## config.mk

```make
export PLATFORM = sky130hd
export DESIGN_NAME = scanirq_counter
export DESIGN_NICKNAME = d
export VERILOG_FILES = /design/src/rtl/scanirq_pkg.sv /design/src/rtl/scanirq_regdec.sv /design/src/rtl/scanirq_linequal.sv /design/src/rtl/scanirq_core.sv /design/src/rtl/scanirq_counter.sv
export SDC_FILE = /design/constraint.sdc
export NUM_CORES = 1
export LEC_CHECK = 0
export BUFFER_PORTS_ARGS = -buffer_cell sky130_fd_sc_hd__buf_2
export CAP_MARGIN = 0
export CORE_ASPECT_RATIO = 1.4
export CORE_MARGIN = 5
export CORE_UTILIZATION = 35
export DETAILED_ROUTE_END_ITERATION = 16
export PLACE_DENSITY = 0.66
export SYNTH_ARGS = -nofsm -noshare
export SYNTH_HDL_FRONTEND = slang
export SYNTH_HIERARCHICAL = 1
export SYNTH_SLANG_ARGS = --single-unit
```

## constraint.sdc

```tcl
create_clock -name clk -period 2.5 [get_ports clk]
set_input_delay 0.125 -clock clk [delete_from_list [all_inputs] [get_ports clk]]
set_output_delay 0.125 -clock clk [all_outputs]
set_load 0.02 [all_outputs]
```

## src/rtl/scanirq_pkg.sv

```systemverilog
package scanirq_pkg;

    localparam int CNT_W        = 8;
    localparam int LINE_W       = 9;
    localparam int LAST_VISIBLE = 239;

    typedef enum logic [1:0] {
        SLOT_COUNT   = 2'd0,
        SLOT_LATCH   = 2'd1,
        SLOT_DISABLE = 2'd2,
        SLOT_ENABLE  = 2'd3
    } slot_e;

    typedef struct packed {
        logic              ld_count;
        logic              ld_latch;
        logic              dis;
        logic              ena;
        logic [CNT_W-1:0]  data;
    } wr_cmd_t;

    typedef struct packed {
        logic [CNT_W-1:0] count;
        logic [CNT_W-1:0] latch;
        logic             enable;
        logic             irq;
    } ctr_state_t;

    function automatic logic line_visible(input logic [LINE_W-1:0] ln);
        return (ln <= LINE_W'(LAST_VISIBLE));
    endfunction

endpackage

```

## src/rtl/scanirq_regdec.sv

```systemverilog
module scanirq_regdec
    import scanirq_pkg::*;
(
    input  logic             wr_en,
    input  logic [1:0]       wr_slot,
    input  logic [CNT_W-1:0] wr_data,
    output wr_cmd_t          cmd
);
    always_comb begin
        cmd          = '0;
        cmd.data     = wr_data;
        if (wr_en) begin
            unique case (slot_e'(wr_slot))
                SLOT_COUNT:   cmd.ld_count = 1'b1;
                SLOT_LATCH:   cmd.ld_latch = 1'b1;
                SLOT_DISABLE: cmd.dis      = 1'b1;
                SLOT_ENABLE:  cmd.ena      = 1'b1;
                default:      ;
            endcase
        end
    end

    always_comb begin
        if (!wr_en) assert ({cmd.ld_count, cmd.ld_latch, cmd.dis, cmd.ena} == 4'b0);
    end
endmodule

```

## src/rtl/scanirq_linequal.sv

```systemverilog
module scanirq_linequal
    import scanirq_pkg::*;
(
    input  logic              line_tick,
    input  logic [LINE_W-1:0] line_num,
    input  logic              render_en,
    input  logic              any_write,
    output logic              step
);
    // a register write in the same cycle wins: the pulse is dropped
    assign step = line_tick && render_en && line_visible(line_num) && !any_write;
endmodule

```

## src/rtl/scanirq_core.sv

```systemverilog
module scanirq_core
    import scanirq_pkg::*;
(
    input  logic             clk,
    input  logic             rst,
    input  wr_cmd_t          cmd,
    input  logic             step,
    output ctr_state_t       st
);
    ctr_state_t       st_n;
    logic [CNT_W-1:0] dec;

    assign dec = st.count - CNT_W'(1);

    always_comb begin
        st_n = st;
        if (cmd.ld_count) st_n.count = cmd.data;
        if (cmd.ld_latch) st_n.latch = cmd.data;
        if (cmd.dis) begin
            st_n.enable = 1'b0;
            st_n.irq    = 1'b0;
        end
        if (cmd.ena) st_n.enable = 1'b1;
        if (step && st.enable) begin
            if (dec == '0) begin
                st_n.count = st.latch;
                st_n.irq   = 1'b1;
            end else begin
                st_n.count = dec;
            end
        end
    end

    always_ff @(posedge clk) begin
        if (rst) st <= '0;
        else     st <= st_n;
    end

    AST_DIS_DROPS_IRQ: assert property (@(posedge clk) disable iff (rst)
        cmd.dis |=> !st.irq);
    AST_IRQ_STICKY: assert property (@(posedge clk) disable iff (rst)
        st.irq && !cmd.dis |=> st.irq);
    AST_HOLD_DISABLED: assert property (@(posedge clk) disable iff (rst)
        !st.enable && !cmd.ld_count |=> $stable(st.count));
    AST_HOLD_NO_STEP: assert property (@(posedge clk) disable iff (rst)
        !step && !cmd.ld_count |=> $stable(st.count));
    AST_RISE_AT_ONE: assert property (@(posedge clk) disable iff (rst)
        !st.irq ##1 st.irq |-> $past(step && st.enable && st.count == 8'd1));
    AST_WRAP_ZERO: assert property (@(posedge clk) disable iff (rst)
        step && st.enable && st.count == '0 && !st.irq |=> st.count == '1 && !st.irq);
endmodule

```

## src/rtl/scanirq_counter.sv

```systemverilog
module scanirq_counter
    import scanirq_pkg::*;
(
    input  logic              clk,
    input  logic              rst,
    input  logic              wr_en,
    input  logic [1:0]        wr_slot,
    input  logic [CNT_W-1:0]  wr_data,
    input  logic              line_tick,
    input  logic [LINE_W-1:0] line_num,
    input  logic              render_en,
    output logic [CNT_W-1:0]  count_o,
    output logic              irq
);
    wr_cmd_t    cmd;
    logic       step;
    ctr_state_t st;

    scanirq_regdec u_dec (
        .wr_en   (wr_en),
        .wr_slot (wr_slot),
        .wr_data (wr_data),
        .cmd     (cmd)
    );

    scanirq_linequal u_qual (
        .line_tick (line_tick),
        .line_num  (line_num),
        .render_en (render_en),
        .any_write (wr_en),
        .step      (step)
    );

    scanirq_core u_core (
        .clk  (clk),
        .rst  (rst),
        .cmd  (cmd),
        .step (step),
        .st   (st)
    );

    assign count_o = st.count;
    assign irq     = st.irq;

    AST_WRITE_WINS: assert property (@(posedge clk) disable iff (rst)
        wr_en && wr_slot == 2'd0 |=> count_o == $past(wr_data));
endmodule

```

== Word-level counts from Yosys, hierarchy flattened ==
Index checks and enable logic that the tools add are counted.

* Output and inout bits: 9
* Flip-flop bits (word level): 18

* $lt $le $gt $ge: 1
* Mux-type cells: 12
* Equal/unequal tests: 3
* Add/sub/neg operators: 1
* Reductions and logical operators: 9

{| class="wikitable"
|+ Operators by type and width
! operator !! number
|-
| $mux 8 || 3
|-
| $le 9x8->1 const B || 1
|-
| $logic_not 8->1 || 1
|-
| $sub 8x1->8 const B || 1
|-
| $mux 1 || 7
|-
| $eq 2x2->1 const B || 2
|-
| $logic_and 1x1->1 || 4
|-
| $mux 4 || 1
|-
| $reduce_bool 2->1 || 2
|-
| $eq 2x1->1 const B || 1
|-
| $logic_not 2->1 || 1
|-
| $mux 2 || 1
|-
| $logic_not 1->1 || 1
|}

== Logic depth before layout (Yosys ltp) ==
Gate-level depths: netlist (run 1).

* Depth after elaboration: 6
* Mapped depth: 7

== By module ==
The synthesis (run 1) kept the hierarchy.

{| class="wikitable"
|+ By module, submodules not included
! module !! times used !! cells an instance !! area each (um^2) !! sequential area each (um^2)
|-
| scanirq_core || 1 || 120 || 1,092.3 || 360.3
|-
| scanirq_regdec || 1 || 12 || 97.6 || 0.0
|-
| scanirq_linequal || 1 || 3 || 25.0 || 0.0
|}

== Least setup slack after synthesis (run 1) ==
OpenSTA, ideal clock, no wires.

* Path kind: register to register
* Start point: register u_core/st[10] (netlist name)
* End point: register u_core/st[10] (netlist name)
* Setup time: 95 ps
* Arrival: 2,052 ps
* Path slack: 352 ps
* Buffers on the path: 0
* Stages on the path, launching flop included: 7
* Path through: dfxtp_1 inv_1 ha_1 or2_2 o32a_1 or4_1 o311ai_1

* Cells in the longest elaborated chain, start to end: 4

{| class="wikitable"
|+ Ends and longest elaborated chain
! what !! RTL line !! text
|-
| $sub 8x1->8 (*) || scanirq_core.sv:13 || <nowiki>assign dec = st.count - CNT_W'(1);</nowiki>
|-
| $logic_not 8->1 || scanirq_core.sv:25 || <nowiki>if (dec == '0) begin</nowiki>
|-
| $mux 8 (*) || scanirq_core.sv:25 ||
|-
| $mux 8 (*) || scanirq_core.sv:24 || <nowiki>if (step && st.enable) begin</nowiki>
|}

Mark *: on every way between the ends. The rest lies on a longest branch, timed or not.
A chain may end at the register's enable or synchronous reset.

== Final worst setup path (run 1) ==
* Start point: register u_core/st[10] (netlist name)
* End point: register u_core/st[10] (netlist name)

* Cells in the longest elaborated chain, start to end: 4

{| class="wikitable"
|+ Ends and longest elaborated chain
! what !! RTL line
|-
| $sub 8x1->8 (*) || scanirq_core.sv:13
|-
| $logic_not 8->1 || scanirq_core.sv:25
|-
| $mux 8 (*) || scanirq_core.sv:25
|-
| $mux 8 (*) || scanirq_core.sv:24
|}

Marked as above.

==> out/summary.log, run 1 <==
INFO  status         outcome=finished, final reports clean
INFO  placed_design  placement.io_buffers=28
INFO  route          post_dr_vias_cell=5.477
INFO  grt            grt.total_usage=12.90%
INFO  setup_path     critical_path.reg2reg.startpoint=u_core/st[10]
INFO  route          route.final.wire_length=2864um
INFO  yosys          seq_area_frac_synth=29.66%
INFO  sta            timing.final.hold_violations=0
INFO  setup_path     arrival_time_of_the_worst_setup_path=2.35ns
INFO  finish         post_route_cells_drive_above_1_share=30.07%
INFO  yosys          netlist_area=1215um^2
INFO  clock_tree     cts_tree=done
INFO  route          detailed_routing_iteration_count_for_the_pre_antenna_repair_pass=4
INFO  sta            worst_clock_skew=0.006359ns
INFO  route          routedWlPerCell=14.84um
INFO  sta            worst_pin_slew=0.5749ns
INFO  yosys          synth_area_leader_cell=dfxtp_1
INFO  yosys          yosys_warnings=6
INFO  sta            minimum_period_implied_by_the_final_worst_setup_slack=2.187ns
INFO  finish         top_regs=u_core/st (18)
INFO  clock_tree     cts_hold_buf=0
INFO  placed_design  gp_congestion=0.8117
INFO  yosys          synth-edff-count=0
INFO  grt            antenna_found_initial=0
INFO  yosys          ys_seq_elements=18
INFO  floorplanning  die_w=59.80um
INFO  sta            totalNegativeSetupSlack=0ns
INFO  clock_tree     clk-insertion-delay-late=0.26ns
INFO  setup_path     worst-path-buf-inv=1
INFO  route          detail_route.iter0.violations=18
INFO  floorplanning  die_height=79.71um
INFO  clock_tree     ctsLongestPathBuffers=2
INFO  finish         postLayoutCellArea=1374um^2
INFO  setup_path     worstSetupPathDepth=6
INFO  grt            globalRouteMet1Util=13.89%
INFO  floorplanning  coreArea=3378um^2
INFO  route          route.detailed.drc=0
INFO  yosys          synth_nets=161
INFO  yosys          synthDominantCellAreaShare=29.66%
INFO  grt            grtUsageMet2=23.48%
INFO  yosys          syn_avg_cell_area=8.999um^2
INFO  yosys          synthCells=135
INFO  min_path       hold_path_class=input pin to flop
INFO  sta            setup-violations-final=0
INFO  setup_path     crit_slowest_cell=or4_1
INFO  sta            max-slew-margin-rel=61.67%
INFO  finish         nets=180
INFO  setup_path     crit_chain=inv_1 -> ha_1 -> or2_2 -> o32a_1 -> or4_1 -> o311ai_1
INFO  sta            grt_setup_unrepaired=false
INFO  setup_path     setup.worst_path.end_class=flop
INFO  route          vias=1,057
INFO  grt            globalRouteOverflowTotal=0
INFO  grt            grt_pass1_vias=1,037
INFO  sta            timing.final.crit_share=87.48%
INFO  setup_path     regToRegEndpoint=u_core/st[10]
INFO  grt            global_route_wire_length_before_repair=4712um
INFO  clock_tree     clk_root_buffer_cell=clkbuf_8
INFO  floorplanning  total_die_area=4766um^2
INFO  job            maxCapViolCount=0
INFO  power          power-per-cell-area=489.7nW/um^2
INFO  clock_tree     post-cts-setup-buffers=0
INFO  power          worst_ir_drop_vdd=0.2619mV
INFO  finish         finalCoreUtilization=40.67%
INFO  setup_path     worst_setup_path_start_kind=flop
INFO  setup_path     endpoint=u_core/st[10]
INFO  setup_path     r2r_setup_slk=0.31ns
INFO  grt            most_used_routing_layer=met2
INFO  floorplanning  row_count=25
INFO  floorplanning  initial_utilization=35.96%
INFO  yosys          synth_area_leaders=dfxtp_1, mux2i_1, buf_4
INFO  setup_path     worst_setup_path_startpoint=u_core/st[10]
INFO  sta            worst_hold_margin=0.1211ns
INFO  grt            grt_start_max_net_pins=23
INFO  yosys          postSynth.asyncResetShare=0%
INFO  placed_design  hpwlAfterDp=2156um
INFO  yosys          synth.lib_cells_used.distinct=48
INFO  placed_design  dpl_cell_area=1319um^2
INFO  floorplanning  io_pins=33
INFO  finish         layout_overhead_on_the_synthesized_area=13.08%
INFO  setup_path     critPathMaxFanout=9
INFO  finish         diodes=0
INFO  clock_tree     cts_inserted_buffers=3
INFO  yosys          dominantRegCellSynth=dfxtp_1
INFO  setup_path     worstSetupPathType=flop to flop
INFO  grt            met3_usage=2.104%
INFO  setup_path     cp_slowest_stage_delay=0.54ns
INFO  clock_tree     number_of_clock_sinks=18
INFO  sta            fmaxAchievable=0.4573GHz
INFO  route          number_of_routed_nets_with_antenna_violations=0
INFO  sta            maxSlewViolCount=0
INFO  setup_path     ff2ff_path_depth=6
INFO  setup_path     cp_top_family=simple AND/OR/NAND/NOR gates
INFO  finish         largest_reg_flops=18
INFO  clock_tree     reg_clk_slew_reported_paths=0.07ns
INFO  clock_tree     ctsResizeCount=0
INFO  finish         registers.top_by_ff_count=u_core/st
INFO  clock_tree     cts_htree_levels=1
INFO  power          static-leakage-power=0.5360nW
INFO  setup_path     worstPathRequired=2.66ns
## worst min path at each step
stage / cells after the start / to / from / slack (ns)
after floorplan: 3 / u_core/st[10] / rst / 0.34
after global placement: 3 / u_core/st[5] / wr_data[3] / 0.37
after detailed placement: 3 / u_core/st[5] / wr_data[3] / 0.39
after CTS: 3 / u_core/st[6] / wr_data[4] / 0.12
after global routing: 3 / u_core/st[7] / wr_data[5] / 0.15
final: 3 / u_core/st[6] / wr_data[4] / 0.12
## worst reg2reg max path: cells and delay by family (launching register included)
kind / cells / cell delay, ns
buffers and inverters: 1 / 0.09
AND/OR/NAND/NOR: 2 / 0.87
adder cells (fa/ha/maj): 1 / 0.23
flip-flops: 1 / 0.48
AO/OA/AOI/OAI: 2 / 0.44
## power by group
group / internal (W) / switching [W]
registers: 0.000298 / 0.0000145
clock network: 0.000140 / 0.0000976
logic: 0.0000549 / 0.0000677
total: 0.000493 / 0.000180
## final cells by class
| class | instances | area (um^2) |
|---|---|---|
| fill | 345 | 2004 |
| tap | 40 | 50.05 |
| sequential | 18 | 360.3 |
| inverter | 5 | 18.77 |
| clock buffer | 4 | 55.05 |
| timing repair buffer | 29 | 147.6 |
| multi-input combinational | 97 | 742.0 |
## per-layer routing
metal	vias up	part of all wire [%]
met1	497	41
met3	4	5.0
met5	-	0
li1	532	-
met4	0	2.0
met2	24	52
## logic make-up (layout without fill, tap and decap cells)
family	Yosys count	in the layout	synth area share, %
AOI/OAI and AO/OA	31	31	20.18
adders and majority gates	2	2	2.059
xor gates and xnor gates	3	3	2.163
muxes	11	11	9.063
DFF	18	18	29.66
buffers and inverters	20	38	9.269
and+or+nand+nor	50	50	27.60
## cell usage after synthesis (2+ instances only)
| library cell | number |
|---|---|
| dfxtp_1 | 18 |
| mux2i_1 | 11 |
| nor2_1 | 10 |
| buf_4 | 8 |
| a21oi_1 | 7 |
| nand2_1 | 7 |
| clkbuf_1 | 5 |
| inv_1 | 5 |
| nand3b_1 | 5 |
| nor3_1 | 4 |
| or4_1 | 4 |
| o31ai_1 | 3 |
| xnor2_1 | 3 |
| a211oi_1 | 2 |
| a211oi_2 | 2 |
| a21o_1 | 2 |
| a31oi_1 | 2 |
| and3b_1 | 2 |
| ha_1 | 2 |
| nand3_1 | 2 |
| nor4_2 | 2 |
| o21bai_1 | 2 |
| o311ai_1 | 2 |
## layout by cell type, fill, tap and decap left out, types with 3 or more instances in the layout
cell type	instances
dfxtp_1	18
nand2_1	7
a21oi_1	7
buf_2	28
xnor2_1	3
nor3_1	4
nor2_1	10
clkbuf_8	4
or4_1	4
inv_1	5
nand3b_1	5
o31ai_1	3
mux2i_1	11
## per-stage QoR
step                      worst slack, ns  cells  power [W]
final                              0.3130    193  0.0006727
after global routing               0.1568    193  0.0007014
after CTS                          0.3033    193  0.0006793
after detailed placement           0.3309    189  0.0004416
after global placement             0.3889    189  0.0004373
after floorplan                    0.3523    135  0.0004115
Power figures use the tool's default switching activity.
==> run 2, diff against run 1 <==
--- a/config.mk
+++ b/config.mk
@@ -12,7 +12,7 @@
 export CORE_UTILIZATION = 35
 export DETAILED_ROUTE_END_ITERATION = 16
 export PLACE_DENSITY = 0.66
+export SETUP_SLACK_MARGIN = 0.4
 export SYNTH_ARGS = -nofsm -noshare
 export SYNTH_HDL_FRONTEND = slang
-export SYNTH_HIERARCHICAL = 1
 export SYNTH_SLANG_ARGS = --single-unit
==> run 2 against run 1 <==
Sequential share of layout area about the same. Maximum frequency up 10%. Setup slack better by 0.21 ns. Largest cell class unchanged. Largest power group unchanged.
==> out/summary.log, run 2 <==
INFO  status         outcome=finished, final reports clean
INFO  clock_tree     clk_root_buffer_cell=clkbuf_8
INFO  setup_path     ff2ff_path_depth=7 [+1]
INFO  yosys          yosys_warnings=0 [-6]
INFO  yosys          synth-edff-count=0 [unchanged]
INFO  floorplanning  initial_utilization=35.43% [-0.53 points]
INFO  sta            timing.final.crit_share=79.25% [-8.2 points]
INFO  route          vias=1,013 [-4.2%]
INFO  yosys          syn_avg_cell_area=8.576um^2 [-4.7%]
INFO  sta            totalNegativeSetupSlack=0ns [unchanged]
INFO  clock_tree     number_of_clock_sinks=18 [unchanged]
INFO  clock_tree     reg_clk_slew_reported_paths=0.07ns [about the same]
INFO  finish         sequential_cell_area=365.4um^2 [+1.4%]
INFO  placed_design  post-place-ws=0.2873ns [-0.04355 ns]
INFO  yosys          synth-simple-area-share=31.42% [+3.8 points]
INFO  finish         nFillCells=355 [+2.9%]
INFO  setup_path     worst_setup_path_startpoint=u_core.st[10]
INFO  setup_path     setup.worst_path.end_class=flop
INFO  job            maxCapViolCount=0 [unchanged]
INFO  floorplanning  total_die_area=4632um^2 [-2.8%]
INFO  sta            minimum_period_implied_by_the_final_worst_setup_slack=1.981ns [-0.2057 ns]
INFO  finish         postLayoutCellArea=1393um^2 [+1.4%]
INFO  setup_path     cp_top_family=simple AND/OR/NAND/NOR gates
INFO  power          static-leakage-power=0.6110nW [+14%]
INFO  yosys          dominantRegCellSynth=dfxtp_1
INFO  clock_tree     cts_tree=done
INFO  yosys          post_synth_fa_ha_maj_area_fraction=2.130% [+0.070 points]
INFO  finish         registers.top_by_ff_count=u_core.st
INFO  sta            layout_setup_ws=0.5187ns [+0.2057 ns]
INFO  yosys          synth_commonest_cells=nor2_1, dfxtp_1, nand2_1
INFO  yosys          synth_area_leaders=dfxtp_1, nor2_1, mux2i_1
INFO  setup_path     r2r_setup_slk=0.52ns [+0.21 ns]
INFO  min_path       worst_min_path_start=wr_data[7]
INFO  placed_design  placement.io_buffers=28 [unchanged]
INFO  yosys          synth_xor_area_share=4.579% [+2.4 points]
INFO  placed_design  dpl_cell_area=1262um^2 [-4.3%]
INFO  grt            antenna_found_initial=0 [unchanged]
INFO  finish         layout_common_cells=nor2_1, buf_2, dfxtp_1, nand2_1
INFO  route          route.detailed.drc=0 [unchanged]
INFO  setup_path     critical_path.reg2reg.startpoint=u_core.st[10]
INFO  setup_path     crit_slowest_cell=or3_1
INFO  yosys          seq_area_frac_synth=30.67% [+1.0 points]
INFO  clock_tree     cts_inserted_buffers=3 [unchanged]
INFO  setup_path     arrival_time_of_the_worst_setup_path=2.16ns [-0.19 ns]
INFO  yosys          synth_nets=163 [+1.2%]
INFO  grt            global_route_wire_length_before_repair=4326um [-8.2%]
INFO  yosys          ys_seq_elements=18 [unchanged]
INFO  route          detail_route.iter0.violations=22 [+4]
INFO  route          detailed_routing_iteration_count_for_the_pre_antenna_repair_pass=6 [+2]
INFO  yosys          postSynth.asyncResetShare=0% [unchanged]
INFO  finish         post_route_cells_drive_above_1_share=35.22% [+5.2 points]
INFO  route          routedWlPerCell=13.62um [-8.2%]
INFO  yosys          synth.lib_cells_used.distinct=39 [-19%]
INFO  yosys          fraction_of_the_mapped_netlist_area_in_compound_gates=12.57% [-7.6 points]
INFO  power          worst_ir_drop_vdd=0.3899mV [+49%]
INFO  sta            worst_clock_skew=0.007871ns [+0.001513 ns]
INFO  setup_path     cp_slowest_stage_delay=0.50ns [-0.04 ns]
INFO  min_path       hold_path_class=input pin to flop
INFO  finish         largest_reg_flops=18 [unchanged]
INFO  yosys          top_count_cell_post_synth=nor2_1
INFO  setup_path     regToRegEndpoint=u_core.st[16]
INFO  sta            maxSlewViolCount=0 [unchanged]
INFO  setup_path     worst_setup_path_start_kind=flop
INFO  placed_design  gp_congestion=0.8587 [+5.8%]
INFO  yosys          synth_top_family_by_area=simple AND/OR/NAND/NOR gates
INFO  setup_path     crit_chain=or3_1 -> o21ai_4 -> nand4_4 -> nor4b_4 -> buf_4 -> nand2_1 -> a21oi_1
INFO  sta            fmaxAchievable=0.5047GHz [+10%]
INFO  yosys          netlist_area=1175um^2 [-3.3%]
INFO  clock_tree     clk-insertion-delay-late=0.26ns [about the same]
INFO  floorplanning  coreArea=3316um^2 [-1.9%]
INFO  grt            grt_start_max_net_pins=20 [-13%]
INFO  route          route.final.wire_length=2710um [-5.4%]
INFO  finish         nets=187 [+3.9%]
INFO  setup_path     worstPathRequired=2.68ns [+0.02 ns]
INFO  route          number_of_routed_nets_with_antenna_violations=0 [unchanged]
INFO  power          power-per-cell-area=493.7nW/um^2 [+0.81%]
INFO  grt            grt_pass1_vias=1,026 [-1.1%]
INFO  grt            grt.total_usage=11.85% [-1.1 points]
INFO  clock_tree     cts_hold_buf=0 [unchanged]
INFO  finish         diodes=0 [unchanged]
INFO  yosys          synthCells=137 [+1.5%]
INFO  grt            globalRouteOverflowTotal=0 [unchanged]
INFO  yosys          synth_area_leader_cell=dfxtp_1
INFO  yosys          synth.mux.area_fraction=7.987% [-1.1 points]
INFO  min_path       min_to=u_core.st[9]
INFO  sta            timing.final.hold_violations=0 [unchanged]
INFO  clock_tree     ctsLongestPathBuffers=2 [unchanged]
INFO  sta            setup-violations-final=0 [unchanged]
INFO  floorplanning  die_w=58.97um [-1.4%]
INFO  sta            max-slew-margin-rel=61.63% [about the same]
INFO  floorplanning  io_pins=33 [unchanged]
INFO  finish         layout_overhead_on_the_synthesized_area=18.53%
INFO  sta            worst_pin_slew=0.5738ns [-0.001084 ns]
INFO  sta            grt_setup_unrepaired=false
INFO  setup_path     critPathMaxFanout=6 [-3]
INFO  route          post_dr_vias_cell=5.090 [-7.1%]
INFO  finish         top_regs=u_core.st (18)
INFO  setup_path     worst-path-buf-inv=1 [unchanged]
INFO  floorplanning  die_height=78.55um [-1.5%]
INFO  placed_design  hpwlAfterDp=2050um [-4.9%]
INFO  finish         multi_input_area=743.2um^2 [+0.17%]
INFO  min_path       whs_path_depth=3 [unchanged]
INFO  clock_tree     cts_htree_levels=1 [unchanged]
INFO  yosys          synthDominantCellAreaShare=30.67% [+1.0 points]
INFO  setup_path     worstSetupPathType=flop to flop
INFO  floorplanning  row_count=25 [unchanged]
[run 2: cell count changes after synthesis, sizes merged, moves of 4 or more]
cell    change
nand3b      -4
or4         -5
nor2       +18
o31ai       -4
o21ai       +7
[run 2: layer usage]
| layer | global-route usage, % | up-vias | wire length (um) |
|---|---|---|---|
| met5 | 0 | - | 0 |
| met1 | 12.31 | 482 | 1100 |
| met3 | 1.480 | 4 | 75 |
| met2 | 21.46 | 18 | 1469 |
| met4 | 7.483 | 0 | 65 |
| li1 | - | 509 | - |
[run 2: logic make-up (layout without fill, tap and decap cells)]
| family | after synthesis | in the layout |
|---|---|---|
| flops | 18 | 18 |
| fa+ha+maj | 2 | 2 |
| xor+xnor | 4 | 4 |
| simple gates | 64 | 64 |
| compound gates | 22 | 22 |
| mux | 9 | 9 |
| buf+inv | 18 | 40 |
[run 2: power by group]
group / internal [W] / switching (W) / leakage (nW)
Combinational: 0.0000811 / 0.0000914 / 0.442
Sequential: 0.000298 / 0.0000161 / 0.148
Clock: 0.000107 / 0.0000937 / 0.0216
[run 2: through the flow]
step	util [%]	total power [W]	hold WS, ns	cells
after floorplan	-	0.0004373	0.2689	137
after global placement	38.08	0.0004598	0.3757	192
after detailed placement	38.08	0.0004651	0.3802	192
after CTS	40.26	0.0006758	0.1129	196
after global routing	42.00	0.0007194	0.1383	199
final	42.00	0.0006875	0.1155	199
[run 2: worst max path at each step]
stage	slack [ns]	cells after the start	end
final	0.52	7	u_core.st[16]
after global routing	0.40	10	u_core.st[16]
after CTS	0.42	8	u_core.st[11]
after detailed placement	0.29	8	u_core.st[15]
after global placement	0.35	8	u_core.st[16]
after floorplan	0.55	8	u_core.st[11]
[run 2: what timing repair did]
item / 4_1_cts / 5_1_grt
endpoints found under the setup margin: 8 / 8
buffers inserted: 1 / 3
pin swaps: 2 / 3
resized for setup: 5 / 8
[run 2: final cells by class]
| cell class | count | share of cell area (%) |
|---|---|---|
| well taps | 40 | 3.594 |
| inverters | 4 | 1.078 |
| multi-input cells | 101 | 53.37 |
| clock buffers | 3 | 2.965 |
| repair buffers | 33 | 12.76 |
| flip-flops and latches | 18 | 26.24 |
[run 2: tightest hold or removal path: cells and delay by family]
kind | cells | cell delay (ns)
and+or+nand+nor | 1 | 0.07
muxes | 1 | 0.05
buffers and inverters | 1 | 0.09
==> run 3, diff against run 2 <==
--- a/config.mk
+++ b/config.mk
@@ -11,7 +11,7 @@
 export CORE_MARGIN = 5
 export CORE_UTILIZATION = 35
 export DETAILED_ROUTE_END_ITERATION = 16
-export PLACE_DENSITY = 0.66
+export PLACE_DENSITY = 0.69
 export SETUP_SLACK_MARGIN = 0.4
 export SYNTH_ARGS = -nofsm -noshare
 export SYNTH_HDL_FRONTEND = slang
==> constraint.sdc (replaced) <==
create_clock -name clk -period 1.7 [get_ports clk]
set_input_delay 0.085 -clock clk [delete_from_list [all_inputs] [get_ports clk]]
set_output_delay 0.085 -clock clk [all_outputs]
set_load 0.02 [all_outputs]
==> run 3 against run 2 <==
The flow now finishes with violations (setup timing). Count of clock-buffer cells in the layout rose by 1. Maximum frequency rose by 0.16%. Clock skew fell by 0.0074 ns. Total power rose by 58%. Critical endpoint is now u_core.st[11]. Largest cell class unchanged.
==> out/summary.log, run 3 (synthesized netlist as in run 2, its figures left out) <==
INFO  floorplanning  initial_utilization=35.43% [unchanged]
INFO  grt            global_route_wire_length_before_repair=4526um [+4.6%]
INFO  setup_path     cpMostUsedCell=nor3b_4
INFO  clock_tree     clk_root_buffer_cell=clkbuf_8
INFO  clock_tree     clk-insertion-delay-late=0.25ns [about the same]
INFO  sta            max-slew-margin-rel=64.12% [+2.5 points]
INFO  power          power.total=0.001089W [+58%]
INFO  setup_path     crit_slowest_cell=dfxtp_4
INFO  floorplanning  total_die_area=4632um^2 [unchanged]
INFO  finish         nets=200 [+7.0%]
INFO  clock_tree     number_of_clock_sinks=18 [unchanged]
INFO  finish         diodes=0 [unchanged]
INFO  setup_path     setup.worst_path.end_class=flop
INFO  power          worst_ir_drop_vdd=0.5143mV [+32%]
INFO  floorplanning  die_height=78.55um [unchanged]
INFO  sta            setup-violations-final=9 [+9]
INFO  job            maxCapViolCount=0 [unchanged]
INFO  placed_design  dp.cells=206 [+7.3%]
INFO  power          netSwitchingFraction=27.95% [-1.3 points]
INFO  finish         nFillCells=352 [-0.85%]
INFO  route          routedWlPerCell=12.67um [-7.0%]
INFO  route          route.detailed.drc=0 [unchanged]
INFO  route          number_of_routed_nets_with_antenna_violations=0 [unchanged]
INFO  placed_design  placement.io_buffers=28 [unchanged]
INFO  route          detailed_routing_iteration_count_for_the_pre_antenna_repair_pass=4 [-2]
INFO  sta            maxSlewViolCount=0 [unchanged]
INFO  finish         multi_input_area=762.0um^2 [+2.5%]
INFO  finish         layout_common_cells=nor2_1, buf_2, buf_4, dfxtp_1, nand2_1
INFO  floorplanning  coreArea=3316um^2 [unchanged]
INFO  setup_path     worst_setup_path_start_kind=flop
INFO  route          vias=1,036 [+2.3%]
INFO  floorplanning  die_w=58.97um [unchanged]
INFO  sta            worst_pin_slew=0.5366ns [-0.03725 ns]
INFO  sta            layout_setup_ws=-0.2781ns [-0.7967 ns]
INFO  clock_tree     cts_htree_levels=1 [unchanged]
INFO  power          internal_power=0.0007845W [+61%]
INFO  power          static-leakage-power=0.6865nW [+12%]
INFO  floorplanning  row_count=25 [unchanged]
INFO  power          combPwrFrac=26.3% [+1.2 points]
INFO  grt            grt_pass1_vias=1,058 [+3.1%]
INFO  power          switchingPower=0.0003043W [+51%]
INFO  sta            grt_setup_unrepaired=true
INFO  setup_path     arrival_time_of_the_worst_setup_path=2.12ns [-0.04 ns]
INFO  setup_path     crit_chain=inv_2 -> ha_4 -> nor3b_4 -> nor3b_4 -> xor2_4 -> nor3_4 -> buf_4 -> nor3b_4 -> a2111oi_2
INFO  route          route.final.wire_length=2699um [-0.41%]
INFO  clock_tree     cts_inserted_buffers=3 [unchanged]
INFO  clock_tree     ctsLongestPathBuffers=2 [unchanged]
INFO  status         outcome=finished with violations
INFO  setup_path     critPathMaxFanout=4 [-2]
INFO  grt            grt_start_max_net_pins=19 [-5.0%]
INFO  grt            antenna_found_initial=0 [unchanged]
INFO  placed_design  hpwlAfterDp=2226um [+8.6%]
INFO  floorplanning  io_pins=33 [unchanged]
INFO  sta            minimum_period_implied_by_the_final_worst_setup_slack=1.978ns [-0.003251 ns]
INFO  min_path       hold_path_class=input pin to flop
INFO  route          detail_route.iter0.violations=15 [-32%]
INFO  sta            fmaxAchievable=0.5055GHz [+0.16%]
INFO  route          post_dr_vias_cell=4.864 [-4.5%]
INFO  finish         top_regs=u_core.st (18)
INFO  placed_design  post-place-ws=-0.3161ns [-0.6034 ns]
INFO  power          seq_power_share=41.8% [-3.9 points]
INFO  finish         post_route_cells_drive_above_1_share=42.77% [+7.6 points]
INFO  sta            timing.final.crit_share=116.4% [+37 points]
INFO  status         failed_checks=setup timing
INFO  setup_path     worstSetupPathType=flop to flop
INFO  grt            grt.total_usage=12.36% [+0.51 points]
INFO  placed_design  gp_congestion=0.7845 [-8.6%]
INFO  clock_tree     cts_tree=done
INFO  finish         layout.cells.non_filler=213 [+7.0%]
INFO  sta            worst_clock_skew=0.0004826ns [-0.007389 ns]
INFO  finish         registers.top_by_ff_count=u_core.st
INFO  sta            worst_hold_margin=0.08137ns [-0.03408 ns]
INFO  clock_tree     reg_clk_slew_reported_paths=0.07ns [about the same]
INFO  power          clockPowerShare=31.9% [+2.7 points]
INFO  finish         layout_overhead_on_the_synthesized_area=29.61%
INFO  finish         finalCoreUtilization=45.92% [+3.9 points]
INFO  finish         sequential_cell_area=365.4um^2 [unchanged]
INFO  power          power-per-cell-area=715.1nW/um^2 [+45%]
INFO  setup_path     worstPathRequired=1.85ns [-0.83 ns]
INFO  sta            timing.final.hold_violations=0 [unchanged]
INFO  setup_path     cp_slowest_stage_delay=0.35ns [-0.15 ns]
INFO  finish         largest_reg_flops=18 [unchanged]
INFO  grt            globalRouteOverflowTotal=0 [unchanged]
## run 3: repair_timing
action                     in CTS  in global routing
hold buffers                    0                  0
setup endpoints to repair       9                  9
pin swaps                       4                  2
gates resized for setup         1                  4
setup buffers                   0                  3
## run 3: path summary, 6_finish.rpt
path	cells past startpoint	slack, ns	endpoint	start
worst max-delay path	9	-0.28	u_core.st[11]	u_core.st[10]
worst min-delay path	3	0.08	u_core.st[6]	wr_data[4]
worst max register to register	9	-0.28	u_core.st[11]	u_core.st[10]
worst min register to register	2	0.46	u_core.st[1]	u_core.st[1]
## run 3: through the flow
step	setup TNS, ns	instance area (um^2)
floorplan	-0.6193	1230
global placement	-1.469	1423
detailed placement	-1.772	1423
CTS	-1.542	1483
global route	-2.496	1523
finish	-1.542	1523
## run 3: critical path, delay by kind of cell (launching register included)
kind,cells,cell delay [ns]
simple gates,4,0.71
compound gates,1,0.20
flops,1,0.35
fa+ha+maj,1,0.13
buf+inv,2,0.21
xor+xnor,1,0.27
## run 3: routing by layer
layer	track usage (%)	vias to the layer above	wire [um]
li1	-	538	-
met1	12.55	468	1032
met2	23.01	23	1448
met3	2.467	7	134
met4	5.896	0	84
met5	0	-	0
## run 3: final cells by class
class	instances	area share, %
Timing Repair Buffer	46	18.08
Clock buffer	4	3.615
Tap cell	40	3.287
Inverter	4	0.9860
Multi-Input combinational cell	101	50.04
Sequential cell	18	23.99
## run 3: power by group through the flow
stage / registers [W] / clock network [W] / logic, W
floorplan: 0.000466 / 0 / 0.000197
global placement: 0.000463 / 0 / 0.000271
detailed placement: 0.000464 / 0 / 0.000276
CTS: 0.000455 / 0.000360 / 0.000280
global route: 0.000458 / 0.000377 / 0.000312
finish: 0.000455 / 0.000348 / 0.000286
